`src/rtl/rom_seq_calc_pkg.sv`:
```
package rom_seq_calc_pkg;
  typedef enum logic [1:0] {
    OP_ADD  = 2'b00,
    OP_SUB  = 2'b01,
    OP_MUL  = 2'b10,
    OP_NAND = 2'b11
  } alu_op_e;

  localparam int STEP_W = 3;
  localparam int SEL_W  = 2;
  localparam logic [STEP_W-1:0] STEP_FIRST = 3'd0;
  localparam logic [STEP_W-1:0] STEP_HALT  = 3'd5;

  typedef struct packed {
    logic [SEL_W-1:0] src_a;
    logic [SEL_W-1:0] src_b;
    logic [SEL_W-1:0] dst;
    alu_op_e          op;
    logic             wr_en;
  } ctrl_word_t;
endpackage

```
`src/rtl/seq_ctrl_rom.sv`:
```
module seq_ctrl_rom
  import rom_seq_calc_pkg::*;
(
  input  logic [STEP_W-1:0] step,
  output ctrl_word_t        word,
  output logic [STEP_W-1:0] step_next
);
  always_comb begin
    step_next = step + STEP_W'(1);
    unique case (step)
      3'd0:    word = '{src_a: 2'd2, src_b: 2'd2, dst: 2'd2, op: OP_ADD, wr_en: 1'b1};
      3'd1:    word = '{src_a: 2'd0, src_b: 2'd0, dst: 2'd1, op: OP_ADD, wr_en: 1'b1};
      3'd2:    word = '{src_a: 2'd0, src_b: 2'd1, dst: 2'd1, op: OP_ADD, wr_en: 1'b1};
      3'd3:    word = '{src_a: 2'd1, src_b: 2'd3, dst: 2'd3, op: OP_MUL, wr_en: 1'b1};
      3'd4:    word = '{src_a: 2'd3, src_b: 2'd2, dst: 2'd3, op: OP_ADD, wr_en: 1'b1};
      default: begin
        word      = '{src_a: 2'd3, src_b: 2'd3, dst: 2'd0, op: OP_ADD, wr_en: 1'b0};
        step_next = STEP_HALT;
      end
    endcase
  end
endmodule

```
`src/rtl/seq_regfile.sv`:
```
module seq_regfile #(
  parameter int W     = 16,
  parameter int NREG  = 4,
  localparam int SW   = $clog2(NREG)
) (
  input  logic            clk,
  input  logic            preset_en,
  input  logic [NREG*W-1:0] preset_val,
  input  logic            wr_en,
  input  logic [SW-1:0]   wr_sel,
  input  logic [W-1:0]    wr_data,
  input  logic [SW-1:0]   rd_sel_a,
  input  logic [SW-1:0]   rd_sel_b,
  output logic [W-1:0]    rd_a,
  output logic [W-1:0]    rd_b,
  output logic [W-1:0]    last_reg
);
  logic [W-1:0] regs [NREG];

  for (genvar i = 0; i < NREG; i++) begin : g_reg
    always_ff @(posedge clk) begin
      if (preset_en)
        regs[i] <= preset_val[i*W +: W];
      else if (wr_en && (wr_sel == SW'(i)))
        regs[i] <= wr_data;
    end
  end

  assign rd_a     = regs[rd_sel_a];
  assign rd_b     = regs[rd_sel_b];
  assign last_reg = regs[NREG-1];
endmodule

```
`src/rtl/seq_alu.sv`:
```
module seq_alu
  import rom_seq_calc_pkg::*;
#(
  parameter int W = 16
) (
  input  logic [W-1:0] a,
  input  logic [W-1:0] b,
  input  alu_op_e      op,
  output logic [W-1:0] y,
  output logic         eq
);
  logic [W-1:0] prod;
  assign prod = a * b;
  assign eq   = (a == b);

  always_comb begin
    unique case (op)
      OP_ADD:  y = a + b;
      OP_SUB:  y = a - b;
      OP_MUL:  y = prod;
      OP_NAND: y = ~(a & b);
      default: y = '0;
    endcase
  end
endmodule

```
`src/rtl/rom_seq_calc.sv`:
```
module rom_seq_calc
  import rom_seq_calc_pkg::*;
#(
  parameter int W = 16
) (
  input  logic         clk,
  input  logic         rst,
  input  logic         load_valid,
  output logic         load_ready,
  input  logic [W-1:0] load_n,
  output logic         done,
  output logic [W-1:0] result,
  output logic         eq_flag
);
  localparam int NREG = 4;

  logic [STEP_W-1:0] step_q, step_nxt;
  ctrl_word_t        word;
  logic [W-1:0]      opa, opb, alu_y;
  logic              take;
  logic [NREG*W-1:0] preset;

  assign done       = (step_q == STEP_HALT) && !rst;
  assign load_ready = rst || (step_q == STEP_HALT);
  assign take       = load_valid && load_ready;
  assign preset     = {load_n, {W{1'b1}}, {W{1'b0}}, W'(1)};

  always_ff @(posedge clk) begin
    if (rst || take) step_q <= STEP_FIRST;
    else             step_q <= step_nxt;
  end

  seq_ctrl_rom u_rom (
    .step      (step_q),
    .word      (word),
    .step_next (step_nxt)
  );

  seq_regfile #(.W(W), .NREG(NREG)) u_rf (
    .clk        (clk),
    .preset_en  (take),
    .preset_val (preset),
    .wr_en      (word.wr_en && !rst),
    .wr_sel     (word.dst),
    .wr_data    (alu_y),
    .rd_sel_a   (word.src_a),
    .rd_sel_b   (word.src_b),
    .rd_a       (opa),
    .rd_b       (opb),
    .last_reg   (result)
  );

  seq_alu #(.W(W)) u_alu (
    .a  (opa),
    .b  (opb),
    .op (word.op),
    .y  (alu_y),
    .eq (eq_flag)
  );
endmodule

```
`config.mk`:
```
export PLATFORM = sky130hd
export DESIGN_NAME = rom_seq_calc
export DESIGN_NICKNAME = d
export VERILOG_FILES = /design/src/rtl/rom_seq_calc_pkg.sv /design/src/rtl/seq_ctrl_rom.sv /design/src/rtl/seq_regfile.sv /design/src/rtl/seq_alu.sv /design/src/rtl/rom_seq_calc.sv
export SDC_FILE = /design/constraint.sdc
export NUM_CORES = 1
export LEC_CHECK = 0
export ABC_AREA = 1
export ABC_CLOCK_PERIOD_IN_PS = 9200
export BUFFER_PORTS_ARGS = -buffer_cell sky130_fd_sc_hd__buf_2
export CAP_MARGIN = 20
export CORE_MARGIN = 2
export CORE_UTILIZATION = 50
export DETAILED_ROUTE_END_ITERATION = 8
export GPL_TIMING_DRIVEN = 0
export MAX_ROUTING_LAYER = met4
export PLACE_DENSITY = 0.66
export REMOVE_ABC_BUFFERS = 1
export SYNTH_ARGS = -nofsm -noshare
export SYNTH_HDL_FRONTEND = slang
export SYNTH_HIERARCHICAL = 1
export SYNTH_SLANG_ARGS = --single-unit
```
`constraint.sdc`:
```
create_clock -name clk -period 9.2 [get_ports clk]
set_input_delay 0.46 -clock clk [delete_from_list [all_inputs] [get_ports clk]]
set_output_delay 0.46 -clock clk [all_outputs]
set_load 0.02 [all_outputs]
```
After elaboration in Yosys (flattened, before gate mapping)
Memories as Yosys holds them, arrays and structs flattened.
Cells that the tools add are included.
Word-level totals
  flip-flop bits (word level): 3
  bits in writable memories: 64
  bits of input ports: 19
  output and inout bits: 19
  word-level logic and storage cells: 62
  memories: 1
Cells by class
  add/subtract/negate cells: 3
  multipliers: 1
  equal/unequal tests: 12
  muxes and demuxes: 21
  bitwise operators: 7
  reductions and logical operators: 15
Memory list
  u_rf.regs: words 4, bits a word 16, rd ports 3, clocked after Yosys merged registers in 0, write ports 4, line seq_regfile.sv:18  | logic [W-1:0] regs [NREG];
Operator list (number)
  $mux 16: 4
  $pmux 16 s4: 1
  $pmux 9 s5: 1
  $add 16x16->16: 1
  $and 16x16->16: 1
  $eq 16x16->1: 1
  $mul 16x16->16: 1
  $not 16->16: 1
  $sub 16x16->16: 1
  $mux 1: 14
  $eq 2x2->1 const B: 4
  $logic_and 1x1->1: 7
  $eq 3x2->1 const B: 2
  $eq 3x3->1 const B: 2
  $reduce_or 5->1: 1
  $eq 2x1->1 const B: 2
  $logic_not 2->1: 2
  $or 1x1->1: 4
  $add 3x1->3 const B: 1
  $eq 3x1->1 const B: 1
  $logic_not 3->1: 1
  $mux 3: 1
  $logic_or 1x1->1: 2
  $reduce_or 2->1: 1
  2 further kinds: 2

Logic depth before layout (Yosys ltp)
Gate-level depths: netlist of the first run.
  depth in word-level cells: 8
  depth in mapped cells: 44
  gate-level depth less buffers: 41

Modules after synthesis
Netlist of the first run, hierarchy kept.
By module, submodules not included
  seq_alu: times used 1, cells each 1030, area an instance 6582.6 um^2, sequential area each 0.0 um^2
  seq_regfile: times used 1, cells each 540, area an instance 4119.0 um^2, sequential area each 1921.8 um^2
  seq_ctrl_rom: times used 1, cells each 31, area an instance 207.7 um^2, sequential area each 0.0 um^2
  rom_seq_calc: times used 1, cells each 21, area an instance 150.1 um^2, sequential area each 60.1 um^2

Worst setup path after synthesis of the first run
Ideal clock, no wire load.
  kind: register -> register
  start point: register step_q[0]
  end point: memory u_rf.regs[0][15], data pin
  setup time: 0.253 ns
  arrival time: 6.644 ns
  data required time: 8.947 ns
  setup slack: 2.303 ns
  cell stages (with the launch flop): 38
  buffers on the path: 4
  clock period less this slack: 6.897 ns
  path through: dfxtp_1 > ha_1 > ha_1 > inv_1 > nand2_2 > nor2_4 > nand2_4 > nand2_2 > clkbuf_1 > buf_2 > o211ai_1 > nand2_1 > buf_4 > clkbuf_1 > nand2_1 > fa_1 > fa_1 > fa_1 > (+2 left out) > fa_1 > inv_1 > fa_1 > inv_1 > ha_1 > nand2_1 > nor2_1 > nand3_1 > nand3_1 > nand2_1 > nand2_1 > nand2_1 > nand2_1 > nand3_1 > nand3_1 > nand3_2 > nand4_1 > nand2_1
RTL lines
  start, declared: line rom_seq_calc.sv:17  | logic [STEP_W-1:0] step_q, step_nxt;
  start signal, assigned: line rom_seq_calc.sv:30  | else step_q <= step_nxt;
  end, declared: line seq_regfile.sv:18

==> results of run 1 <==
==> sequential cells by signal, indices dropped and copies added, names as in the netlist <==
name       cells
u_rf/regs     64
step_q         3
==> stage by stage <==
step | TNS (ps) | instance area (µm²) | hold slack (ps)
after floorplan | 0 | 10800 | 538
after global placement | -11000 | 11300 | 569
after detailed placement | -2610 | 11400 | 577
after CTS | 0 | 11700 | 383
after global routing | 0 | 11800 | 394
final | 0 | 11800 | 385
==> layer usage <==
metal | part of all wire | GRT usage | vias to the layer above
li1 | - | - | 5038
met1 | 0.44 | 0.399 | 4772
met2 | 0.47 | 0.484 | 378
met3 | 0.071 | 0.0404 | 52
met4 | 0.023 | 0.0847 | 0
met5 | 0 | - | -
==> cell usage after synthesis, types with 5 or more instances <==
cell / instances
nand2_1: 570
inv_1: 322
ha_1: 85
fa_1: 82
nand3_1: 73
edfxtp_1: 64
o21ai_0: 63
a21oi_1: 39
nor2_1: 39
nand4_1: 37
o211ai_1: 34
clkbuf_1: 26
buf_4: 25
nand2_2: 16
buf_2: 14
inv_2: 10
xor2_1: 9
buf_6: 8
nand3_2: 7
nor2_2: 7
o2111ai_1: 7
o21ai_1: 7
nor2_4: 6
a21oi_2: 5
clkinv_1: 5
nor3_1: 5
==> cell families (layout without fill, tap and decap cells) <==
| kind of cell | Yosys count | count (layout) | share of synthesized area |
|---|---|---|---|
| AOI/OAI and AO/OA | 185 | 185 | 0.108 |
| xor gates and xnor gates | 10 | 10 | 0.00792 |
| adders and majority gates | 167 | 167 | 0.245 |
| buffers and inverters | 415 | 399 | 0.157 |
| DFF | 67 | 67 | 0.179 |
| other | 3 | 49 | 0.00102 |
| and+or+nand+nor | 775 | 775 | 0.303 |
==> how the worst max path moves through the flow <==
stage / start / endpoint / slack (ps)
after floorplan: step_q[0] / u_rf/regs[0][15] / 1670
after global placement: step_q[0] / u_rf/regs[1][15] / -910
after detailed placement: step_q[0] / u_rf/regs[1][15] / -420
after CTS: step_q[2] / u_rf/regs[1][15] / 50
after global routing: step_q[0] / u_rf/regs[1][15] / 20
final: step_q[2] / u_rf/regs[1][15] / 430
==> critical path, delay by kind of cell, from the launching register on <==
family | cells | cell delay, ps
adder cells (fa/ha/maj) | 9 | 4240
AO/OA/AOI/OAI | 1 | 210
flip-flops | 1 | 420
buffers and inverters | 9 | 990
AND/OR/NAND/NOR | 16 | 2600
==> final cells by class <==
type | count | area share
clock buffer | 9 | 0.0192
clock inverter | 7 | 0.00585
inverter | 339 | 0.109
multi-input combinational | 1186 | 0.642
sequential | 67 | 0.169
tap | 280 | 0.0298
timing repair buffer | 44 | 0.0256
==> what timing repair did <==
item,in CTS,in global routing
setup endpoints to repair,15,12
resized for setup,3,5
hold buffers,0,0
hold endpoints to repair,0,0
==> reports/qor.yml, run 1 <==
place:
  place_hpwl_um: 24500
  place_ws_ps: -422
  port_buffers: 37
  gp_congestion: 0.970
  dp_cells: 1914
finish:
  antennaDiodeCount: 0
  final_cells: 1932
  fillers: 2162
  final_common_cell: "nand2_1"
  regArea_um2: 1980
  area_delta_synth_final_pct: 6.30
  drive_gt1_frac: 0.0847
  multi_input_area_um2: 7550
  utilization: 0.540
  most-common-layout-cells: "nand2_1, inv_1, ha_1"
  num-nets-final: 1833
critical_path:
  crit_required_ps: 9300
  worstReg2RegEnd: "u_rf/regs[1][15]"
  critPathLaunchType: "register"
  critPathMaxFanout: 17
  r2r_start: "step_q[2]"
  cp_slowest_cell: "ha_1"
  crit_path_end_kind: "register"
  critical_path_class: "reg2reg"
  crit_top_cell: "inv_1"
  reg2reg_depth: 35
  r2r_slack_ps: 430
  critPathArrivalTime_ps: 8870
  worst_path_largest_cell_delay_ps: 580
yosys:
  synth_top_cell_by_area: "nand2_1"
  synthArstFlopShare: 0
  ys_types: 58
  synth_top_cell_area_share: 0.193
  synth_cells: 1622
  syn_avg_cell_area_um2: 6.82
  netlist_area_um2: 11100
  ys_warn_count: 6
  ys.flop_type: "edfxtp_1"
  yosys_register_bits: 67
  synth_edf_count: 64
  synth-seq-area-share: 0.179
  synth_area_leaders: "nand2_1, edfxtp_1, fa_1"
sta:
  finalSetupViolations: 0
  fin_crit_sh: 0.953
  worst_slack_ps: 435
  finalCriticalPeriod_ps: 8770
  worst_pin_slew_ps: 1150
  drv_slew: 0
  relSlewSlack: 0.234
  rsz0062_at_grt: "no"
  skew_ps: 8.85
  hold_violations: 0
  fmax_ghz: 0.114
grt:
  grt_max_degree: 65
  globalRoute.totalOverflow: 0
  grt_pass1_wl_um: 53300
  grt_pass1_vias: 9994
  grt_usage: 0.301
  antenna_found_initial: 0
route:
  drt-pass1-iter-count: 7
  totalWireLength_um: 34100
  first_iter_violations: 906
  drt-wirelength-per-cell_um: 17.6
  vias_per_cell: 5.30
  drc: 0
  postRouteAntennaNets: 0
  vias: 10200
die:
  core_um2: 21800
  num_io_pins: 38
  rows: 54
  design.die.area_um2: 23300
  dieWidth_um: 153
  die_h_um: 153
  initial_utilization: 0.508
hold_path:
  hp-start: "load_n[14]"
  whs_path_depth: 3
  worstHoldPathType: "in2reg"
  holdPathEnd: "u_rf/regs[3][14]"
clocking:
  clock_latency_ps: 350
  cts.clk_slew.worst_paths_ps: 60
  clock-sinks: 67
  htree_levels: 3
  cts_buffers: 9
  cts_buffer_depth: 2
  cts_root_buffer: "clkbuf_16"
  cts_tree: "done"
  post-cts-setup-buffers: 0
run_status:
  status: "finished, final reports clean"
run:
  max_cap_viol_count: 0
Power of run 1 is left out: the tool's default activity adds up to more than one toggle a clock period on the data nets, which glitch-free logic cannot reach.
==> run 2: changes to the inputs <==
--- a/config.mk
+++ b/config.mk
@@ -14,9 +14,8 @@
 export DETAILED_ROUTE_END_ITERATION = 8
 export GPL_TIMING_DRIVEN = 0
 export MAX_ROUTING_LAYER = met4
-export PLACE_DENSITY = 0.66
+export PLACE_DENSITY = 0.67
 export REMOVE_ABC_BUFFERS = 1
 export SYNTH_ARGS = -nofsm -noshare
 export SYNTH_HDL_FRONTEND = slang
-export SYNTH_HIERARCHICAL = 1
 export SYNTH_SLANG_ARGS = --single-unit
==> run 2 against run 1 <==
  * Area after synthesis is 17% lower
  * Hold slack better by 6.5 ps
  * Sequential share of layout area increased by 3.4 points
  * Global-route usage shrank 1.5 points
  * Core utilization up 0.33 points
  * Maximum frequency increased by 3.8%
  * Critical endpoint is now u_rf.regs[3][13]
==> reports/qor.yml, run 2 <==
run_status:
  status: "finished, final reports clean"
yosys:
  netlist_area_um2: 9130  # -17%
  synth_common_cells: "nand2_1, inv_1, nor2_1"
  yosys_register_bits: 67  # unchanged
  ys_warn_count: 0  # -6
  synth_top_cell_area_share: 0.211  # +0.0171
  synth_area_leaders: "edfxtp_1, fa_1, nand2_1"
  synthArstFlopShare: 0  # unchanged
  synth_top_cell_by_area: "edfxtp_1"
  ys_types: 45  # -22%
  synth_cells: 1236  # -24%
  yosysMostFrequentCell: "nand2_1"
  synth_edf_count: 64  # unchanged
  syn_avg_cell_area_um2: 7.39  # +8.3%
  synth-seq-area-share: 0.217  # +0.0379
  ys.flop_type: "edfxtp_1"
hold_path:
  worstHoldPathType: "in2reg"
clocking:
  cts_root_buffer: "clkbuf_16"
  clock_latency_ps: 340  # about the same
  htree_levels: 3  # unchanged
  cts_hold_buf: 0  # unchanged
  cts_buffer_depth: 2  # unchanged
  cts.clk_slew.worst_paths_ps: 60  # about the same
  cts_buffers: 9  # unchanged
  post-cts-setup-buffers: 0  # unchanged
  cts_tree: "done"
  postCtsResizedCells: 0  # -3
  clock-sinks: 67  # unchanged
route:
  vias_per_cell: 5.42  # +2.3%
  first_iter_violations: 651  # -28%
  drc: 0  # unchanged
  drt-wirelength-per-cell_um: 17.5  # -0.89%
  drt-pass1-iter-count: 5  # -2
  vias: 8135  # -21%
  postRouteAntennaNets: 0  # unchanged
  totalWireLength_um: 26200  # -23%
place:
  place_hpwl_um: 19600  # -20%
  gp_congestion: 0.951  # -2.0%
  port_buffers: 37  # unchanged
  dp_cells: 1485  # -22%
sta:
  fmax_ghz: 0.118  # +3.8%
  fin_crit_sh: 0.917  # -0.0352
  hold_ws_ps: 392  # +6.51 ps
  relSlewSlack: 0.336  # +0.102
  hold_violations: 0  # unchanged
  finalSetupViolations: 0  # unchanged
  drv_slew: 0  # unchanged
  finalCriticalPeriod_ps: 8440  # -324 ps
  skew_ps: 7.17  # -1.69 ps
  rsz0062_at_grt: "no"
  worst_pin_slew_ps: 993  # -153 ps
finish:
  drive_gt1_frac: 0.0967  # +0.0120
  num-nets-final: 1437  # -22%
  largest_register: "u_rf.regs"
  largestRegisters: "u_rf.regs x64, step_q x3"
  most-common-layout-cells: "nand2_1, inv_1, nor2_1"
  largest_register_ffs: 64  # unchanged
  final_common_cell: "nand2_1"
  antennaDiodeCount: 0  # unchanged
  area_delta_synth_final_pct: 6.99
  final_cells: 1501  # -22%
critical_path:
  worst_path_largest_cell_delay_ps: 770  # +190 ps
  cp_slowest_cell: "a21oi_4"
  critPathLaunchType: "register"
  critPathArrivalTime_ps: 8500  # -370 ps
  critPathMaxFanout: 32  # +15
  crit_path_end_kind: "register"
  crit_required_ps: 9260  # -40 ps
  r2r_slack_ps: 760  # +320 ps
  critical_path_class: "reg2reg"
grt:
  grt_max_degree: 52  # -20%
  globalRoute.totalOverflow: 0  # unchanged
  grt_util_met2: 0.446  # -0.0376
  busiest_layer: "met2"
  grt_usage: 0.286  # -0.0149
  grt_pass1_vias: 7868  # -21%
  grt_pass1_wl_um: 41500  # -22%
  grt_use_met3: 0.0480  # +0.00761
  grt_use_met1: 0.377  # -0.0214
  antenna_found_initial: 0  # unchanged
die:
  die_h_um: 139  # -8.9%
  num_io_pins: 38  # unchanged
  design.die.area_um2: 19400  # -17%
  initial_utilization: 0.508  # about the same
  rows: 49  # -9.3%
  core_um2: 18000  # -17%
  dieWidth_um: 139  # -8.9%
run:
  max_cap_viol_count: 0  # unchanged
## run 2: cell types whose count changed in the layout (fill, tap and decap cells not counted), sizes merged, moves of 7 or more
cell     previous run  this run
ha                 85        70
o211ai             34         3
nor2               52       111
inv               333       240
conb               49        16
nand4              39         2
nand3              80       107
o2111ai             7         0
o21ai              74        58
nand2             588       362
## run 2: metal layers
layer / wire [µm] / part of all wire / vias up
met2: 11800 / 0.45 / 361
met4: 963 / 0.037 / 0
met3: 2290 / 0.087 / 59
li1: - / - / 3888
met5: 0 / 0 / -
met1: 11200 / 0.43 / 3827
## run 2: area by class of cell
type | count | area, µm²
Inverter | 244 | 916
Timing Repair Buffer | 41 | 230
Clock buffer | 9 | 225
Tap cell | 229 | 287
Fill cell | 1750 | 8200
Sequential cell | 67 | 1980
Multi-Input combinational cell | 904 | 6030
Clock inverter | 7 | 92.6
## run 2: kinds of logic (layout without fill, tap and decap cells)
kind of cell	Yosys count	in the layout	share of synthesized area
AND/OR/NAND/NOR	598	598	0.285
adder cells (fa/ha/maj)	151	151	0.274
other	2	16	0.000823
buffers and inverters	279	301	0.128
AO/OA/AOI/OAI	124	124	0.0806
XOR/XNOR	15	15	0.0152
flip-flops	67	67	0.217
## run 2: worst paths after layout
| kind | from | to | depth (start not counted) |
|---|---|---|---|
| max | step_q[0] | u_rf.regs[3][13] | 30 |
| min | load_n[15] | u_rf.regs[3][15] | 3 |
| max reg2reg | step_q[0] | u_rf.regs[3][13] | 30 |
| min reg2reg | step_q[0] | step_q[0] | 1 |
## run 2: critical path, delay by kind of cell, from the launching register on
kind	cells	cell delay, ps
adder cells (fa/ha/maj)	10	3910
AO/OA/AOI/OAI	7	1920
AND/OR/NAND/NOR	7	1460
buffers and inverters	6	500
flip-flops	1	340
## run 2: through the flow
stage	cell area [µm²]	setup TNS, ps	worst slack [ps]	utilization
3_5_place_dp	9450	0	905	0.526
2_1_floorplan	8930	0	2150	-
4_1_cts	9770	0	853	0.544
3_3_place_gp	9400	-494	-96.9	0.524
6_report	9770	0	759	0.544
5_1_grt	9770	0	276	0.544
Power of run 2 is left out for the same reason.
